### config.mk
export PLATFORM = sky130hd
export DESIGN_NAME = scl_pacer
export DESIGN_NICKNAME = d
export VERILOG_FILES = /design/src/rtl/scl_pacer_pkg.sv /design/src/rtl/scl_tick_gen.sv /design/src/rtl/scl_phase_timer.sv /design/src/rtl/scl_line_sampler.sv /design/src/rtl/scl_pacer.sv
export SDC_FILE = /design/constraint.sdc
export NUM_CORES = 1
export LEC_CHECK = 0
export ABC_CLOCK_PERIOD_IN_PS = 4400
export BUFFER_PORTS_ARGS = -buffer_cell sky130_fd_sc_hd__buf_4
export CORE_UTILIZATION = 45
export DETAILED_ROUTE_END_ITERATION = 6
export GPL_ROUTABILITY_DRIVEN = 0
export GPL_TIMING_DRIVEN = 0
export PLACE_DENSITY = 0.66
export SKIP_CTS_REPAIR_TIMING = 1
export SYNTH_ARGS = -nofsm -noshare
export SYNTH_HDL_FRONTEND = slang
export SYNTH_SLANG_ARGS = --single-unit
### constraint.sdc
create_clock -name clk -period 4.4 [get_ports clk]
set_clock_uncertainty 0.2 [all_clocks]
set_input_delay 0.44 -clock clk [delete_from_list [all_inputs] [get_ports clk]]
set_output_delay 0.44 -clock clk [all_outputs]
set_load 0.1 [all_outputs]
### src/rtl/scl_pacer_pkg.sv
package scl_pacer_pkg;

    typedef enum logic [2:0] {
        PH_IDLE = 3'd0,
        PH_HOLD = 3'd1,
        PH_LOW  = 3'd2,
        PH_WAIT = 3'd3,
        PH_HIGH = 3'd4
    } phase_e;

    typedef struct packed {
        phase_e phase;
        logic   drive;
        logic   fall;
        logic   rise;
    } ctl_s;

endpackage

### src/rtl/scl_tick_gen.sv
module scl_tick_gen (
    input  logic clk,
    input  logic rst_n,
    input  logic restart,
    input  logic div2,
    output logic tick
);
    logic pre_d, pre_q;

    always_comb begin
        if (restart || !div2) begin
            pre_d = 1'b0;
        end else begin
            pre_d = ~pre_q;
        end
        tick = !div2 || pre_q;
    end

    always_ff @(posedge clk or negedge rst_n) begin
        if (!rst_n) begin
            pre_q <= 1'b0;
        end else begin
            pre_q <= pre_d;
        end
    end

    // at half rate, ticks never fall in two cycles in a row
    assert_half_rate_gap_R6: assert property (@(posedge clk) disable iff (!rst_n)
        (div2 && tick && !restart) |=> (!tick || !div2));

endmodule

### src/rtl/scl_phase_timer.sv
module scl_phase_timer #(
    parameter int CNT_W = 9
) (
    input  logic             clk,
    input  logic             rst_n,
    input  logic             clear,
    input  logic             tick,
    input  logic [CNT_W-1:0] limit,
    output logic             last
);
    typedef struct packed {
        logic [CNT_W-1:0] cnt;
        logic             done;
    } tmr_s;

    tmr_s             t_d, t_q;
    logic [CNT_W-1:0] lim_eff;
    logic             hit;

    always_comb begin
        lim_eff = (limit == '0) ? CNT_W'(1) : limit;
        hit     = tick && !t_q.done && (t_q.cnt == lim_eff - CNT_W'(1));
        last    = t_q.done || hit;
        t_d     = t_q;
        if (clear) begin
            t_d.cnt  = '0;
            t_d.done = 1'b0;
        end else if (!t_q.done && tick) begin
            t_d.cnt = t_q.cnt + CNT_W'(1);
            if (hit) begin
                t_d.done = 1'b1;
            end
        end
    end

    always_ff @(posedge clk or negedge rst_n) begin
        if (!rst_n) begin
            t_q <= '0;
        end else begin
            t_q <= t_d;
        end
    end

    // once expired, the count stays frozen until the phase changes
    assert_count_frozen_R9: assert property (@(posedge clk) disable iff (!rst_n)
        (t_q.done && !clear) |=> (t_q.cnt == $past(t_q.cnt)));

    // a clear always returns the timer to a not-expired state
    assert_clear_rearms_R10: assert property (@(posedge clk) disable iff (!rst_n)
        clear |=> !t_q.done);

endmodule

### src/rtl/scl_line_sampler.sv
module scl_line_sampler #(
    parameter int STAGES = 1
) (
    input  logic clk,
    input  logic rst_n,
    input  logic line_in,
    output logic line_s
);
    logic [STAGES-1:0] sh_d, sh_q;

    generate
        if (STAGES == 1) begin : g_single
            always_comb sh_d = line_in;
        end else begin : g_chain
            always_comb sh_d = {sh_q[STAGES-2:0], line_in};
        end
    endgenerate

    always_ff @(posedge clk or negedge rst_n) begin
        if (!rst_n) begin
            sh_q <= '1;
        end else begin
            sh_q <= sh_d;
        end
    end

    assign line_s = sh_q[STAGES-1];

endmodule

### src/rtl/scl_pacer.sv
module scl_pacer #(
    parameter int CNT_W       = 9,
    parameter int SYNC_STAGES = 1
) (
    input  logic             clk,
    input  logic             rst_n,
    input  logic             enable,
    input  logic             start_req,
    input  logic             hold_low,
    input  logic             div2_sel,
    input  logic [CNT_W-2:0] lo_base,
    input  logic             lo_top,
    input  logic [CNT_W-2:0] hi_base,
    input  logic             hi_top,
    input  logic             scl_in,
    output logic             scl_drive_low,
    output logic             fall_stb,
    output logic             rise_stb
);
    import scl_pacer_pkg::*;

    localparam ctl_s CTL_RESET = '{phase: PH_IDLE, drive: 1'b0, fall: 1'b0, rise: 1'b0};

    ctl_s             c_d, c_q;
    logic             tick;
    logic             restart;
    logic             last;
    logic             scl_s;
    logic [CNT_W-1:0] lo_cnt, hi_cnt, limit;

    assign lo_cnt = {lo_top, lo_base};
    assign hi_cnt = {hi_top, hi_base};

    scl_line_sampler #(.STAGES(SYNC_STAGES)) u_samp (
        .clk     (clk),
        .rst_n   (rst_n),
        .line_in (scl_in),
        .line_s  (scl_s)
    );

    scl_tick_gen u_tick (
        .clk     (clk),
        .rst_n   (rst_n),
        .restart (restart),
        .div2    (div2_sel),
        .tick    (tick)
    );

    scl_phase_timer #(.CNT_W(CNT_W)) u_tmr (
        .clk   (clk),
        .rst_n (rst_n),
        .clear (restart),
        .tick  (tick),
        .limit (limit),
        .last  (last)
    );

    always_comb begin
        limit  = (c_q.phase == PH_LOW) ? lo_cnt : hi_cnt;
        c_d    = c_q;
        c_d.fall = 1'b0;
        c_d.rise = 1'b0;
        case (c_q.phase)
            PH_IDLE: begin
                if (start_req) begin
                    c_d.phase = PH_HOLD;
                end
            end
            PH_HOLD: begin
                if (last) begin
                    c_d.phase = PH_LOW;
                    c_d.fall  = 1'b1;
                end
            end
            PH_LOW: begin
                if (last && !hold_low) begin
                    c_d.phase = PH_WAIT;
                end
            end
            PH_WAIT: begin
                if (scl_s) begin
                    c_d.phase = PH_HIGH;
                    c_d.rise  = 1'b1;
                end
            end
            PH_HIGH: begin
                if (last) begin
                    c_d.phase = PH_LOW;
                    c_d.fall  = 1'b1;
                end
            end
            default: c_d = CTL_RESET;
        endcase
        if (!enable) begin
            c_d = CTL_RESET;
        end
        c_d.drive = (c_d.phase == PH_LOW);
        restart   = (c_d.phase != c_q.phase) || (c_q.phase == PH_IDLE) ||
                    (c_q.phase == PH_WAIT);
    end

    always_ff @(posedge clk or negedge rst_n) begin
        if (!rst_n) begin
            c_q <= CTL_RESET;
        end else begin
            c_q <= c_d;
        end
    end

    assign scl_drive_low = c_q.drive;
    assign fall_stb      = c_q.fall;
    assign rise_stb      = c_q.rise;

    // the falling strobe only ever marks a driven-low cycle
    assert_fall_in_low_R8: assert property (@(posedge clk) disable iff (!rst_n)
        fall_stb |-> scl_drive_low);

    // the rising strobe needs a released line that was sensed high
    assert_rise_sensed_R8: assert property (@(posedge clk) disable iff (!rst_n)
        rise_stb |-> (!scl_drive_low && $past(scl_s)));

    // disabling releases SCL and silences the strobes next cycle
    assert_disable_release_R10: assert property (@(posedge clk) disable iff (!rst_n)
        !enable |=> (!scl_drive_low && !fall_stb && !rise_stb));

    // a held low phase stays low while enabled
    assert_hold_keeps_low_R9: assert property (@(posedge clk) disable iff (!rst_n)
        (enable && scl_drive_low && hold_low) |=> scl_drive_low);

endmodule

==> reports/metrics.yaml <==
run_status:
  outcome: "finished clean"
synthesis:
  synth_top_area_frac: 0.268
  postSynthAreaPerCell_um2: 8.41
  synthTopCellsByArea: "dfrtp_1, xnor2_1, xor2_1"
  netlist_area_um2: 1590
  yosysMostFrequentCell: "nor2_1"
  synth-edff-count: 0
  synthArstFlopShare: 1.00
  synth_cell_types: 53
  yosys-top-cells-count: "nor2_1, dfrtp_1, nand2_1"
  synth-seq-cells: 18
  ys.flop_type: "dfrtp_1"
  ys_warn_count: 0
  syn_nets: 216
  ys_seq_area_frac: 0.284
  yosys.area.top_type: "dfrtp_1"
  synthCells: 189
sta:
  rsz0062_at_grt: "false"
  hold-worst-slack_ns: 0.0592
  setup_tns_ns: 0
  drv_slew: 0
  period_needed_ns: 4.09
  finalCritPeriodShare: 0.929
  maxSlewHeadroom: 0.581
  fin_ws_ns: 0.311
  hold_viol_final: 0
  max_freq_ghz: 0.245
  setup_viol: 0
  worst_pin_slew_ns: 0.629
setup_path:
  crit_slowest_cell: "a2111oi_2"
  rrSetupSlack_ns: 0.31
  cp-start-kind: "register"
  crit_fanout: 10
  crit_chain: "buf_4, nor3b_4, buf_4, mux2i_1, ha_1, xnor2_1, a21o_1, o211ai_1, a221o_1, a2111oi_2, a31o_4, a31oi_1, o32ai_2, nor2b_1"
  critical_path_buf_inv_count: 2
  setup.worst_path.class: "reg2reg"
  arrival_ns: 4.10
  path_common_cell: "buf_4"
  end_kind: "register"
  required_ns: 4.41
  cpLargestDelayFamily: "compound AO/OA/AOI/OAI gates"
  crit_path_max_incr_delay_ns: 0.45
placement:
  dp.final_hpwl_mm: 2.98
  port_buffers: 27
  pre_cts_ws_ns: 0.210
detailed_routing:
  ant_nets: 0
  dr.pass1.iters: 4
  wire_per_inst_um: 14.4
  drc: 0
  routed-via-count: 1536
  wl_mm: 3.83
  initialDrtViolationCount: 201
  vias_per_cell: 5.77
floorplanning:
  die_height_um: 61.4
  fp-row-count: 21
  die_x_um: 61.4
  core-area_um2: 3360
  start_util: 0.473
  dieArea_um2: 3780
  ios: 28
pwr:
  p_sw_frac: 0.267
  leakagePower_nw: 0.764
  powerDensity_nw_per_um2: 186
  p_int_w: 0.000258
  p_clk_frac: 0.278
  power_switching_w: 0.0000939
  vdd_drop_max_uv: 188
  pwr-share-seq: 0.481
  p_comb_frac: 0.241
cts:
  cts_buffers: 3
  clock-sinks: 18
  tritoncts: "yes"
  htreeDepth: 1
  insertion_delay_ns: 0.29
  path_clk_slew_ns: 0.09
  root_buffer: "clkbuf_4"
  clock_path_buffers: 2
global_route:
  grt_max_degree: 19
  antenna_found_initial: 0
  grt_pass1_wl_mm: 6.37
  grt_pass1_vias: 1443
  grt_use_total: 0.227
  grt-ovfl-total: 0
finish:
  areaGrowthSynthToFinish_pct: 19.0
  n_antenna_cell: 0
  final_nets: 248
  seq_area_um2: 452
  fillers: 330
  drive_gt1_frac: 0.218
  multi_input_area_um2: 1070
worst_hold_path:
  hold_class: "in2reg"
job:
  maxCapViolCount: 0
metal layers:
metal	up-vias	GRT usage	share of wire
met5	-	0	0
met4	0	0.0794	0.0044
met3	4	0.0294	0.052
met2	66	0.363	0.47
met1	712	0.317	0.47
li1	754	-	-
state kept, by name, summed over array words and instances (netlist names):
| signal | count |
|---|---|
| c_q | 3 |
| fall_stb | 1 |
| rise_stb | 1 |
| scl_drive_low | 1 |
| u_samp.line_s | 1 |
| u_tick.pre_q | 1 |
| u_tmr.t_q | 10 |
placed cells by master, fill, tap and decap left out, drive strengths merged, types with 6 or more instances in the layout:
master and count:
nor3 10, buf 32, nand2 19, xnor2 11, inv 6, nand3 12, clkbuf 7, xor2 10
nor2 18, dfrtp 17, a21oi 9
power groups by stage:
stage | Sequential, W | Combinational [W] | Clock, W
after floorplan | 0.000172 | 0.0000464 | 0
after global placement | 0.000172 | 0.0000816 | 0
after detailed placement | 0.000172 | 0.0000840 | 0
after CTS | 0.000169 | 0.0000843 | 0.000102
after global routing | 0.000169 | 0.0000938 | 0.000108
final | 0.000169 | 0.0000849 | 0.0000977
final timing paths:
kind | from | to | cells past startpoint
hold reg to reg | u_tick.pre_q$_DFF_PN0_ | u_tick.pre_q$_DFF_PN0_ | 1
hold / removal | scl_in | u_samp.line_s$_DFF_PN1_ | 1
setup / recovery | c_q[3]$_DFF_PN0_ | scl_drive_low$_DFF_PN0_ | 14
max in group asynchronous | rst_n | u_samp.line_s$_DFF_PN1_ | 2
setup reg to reg | c_q[3]$_DFF_PN0_ | scl_drive_low$_DFF_PN0_ | 14
min in group asynchronous | rst_n | u_tick.pre_q$_DFF_PN0_ | 2
kinds of logic after synthesis:
kind of cell             Yosys count  share of synthesized area
XOR/XNOR                          22                      0.130
adder cells (fa/ha/maj)            2                     0.0157
buffers and inverters             15                     0.0456
AND/OR/NAND/NOR                   90                      0.304
flip-flops                        18                      0.284
AO/OA/AOI/OAI                     37                      0.190
multiplexers                       5                     0.0315
area by class of cell:
class                   instances  share of cell area
repair buffers                 28               0.112
clock buffers                   4              0.0192
inverters                       6              0.0119
flip-flops and latches         18               0.239
plain buffers                   8              0.0245
well taps                      46              0.0304
multi-input cells             156               0.563
worst register-to-register path: cells and delay by family (launching register included):
family | cells | cell delay [ns]
buffers and inverters | 2 | 0.44
DFF | 1 | 0.37
muxes | 1 | 0.21
xor gates and xnor gates | 1 | 0.22
AOI/OAI and AO/OA | 7 | 1.60
and+or+nand+nor | 2 | 0.58
adders and majority gates | 1 | 0.40
stage by stage:
step           cells   util  instance area, µm²  power (W)
2_1_floorplan    189      -                1590   0.000218
6_report         266  0.563                1890   0.000352
4_1_cts          266  0.561                1890   0.000355
3_3_place_gp     262  0.550                1850   0.000254
5_1_grt          266  0.563                1890   0.000371
3_5_place_dp     262  0.550                1850   0.000256
(Power assumes the default switching activity.)
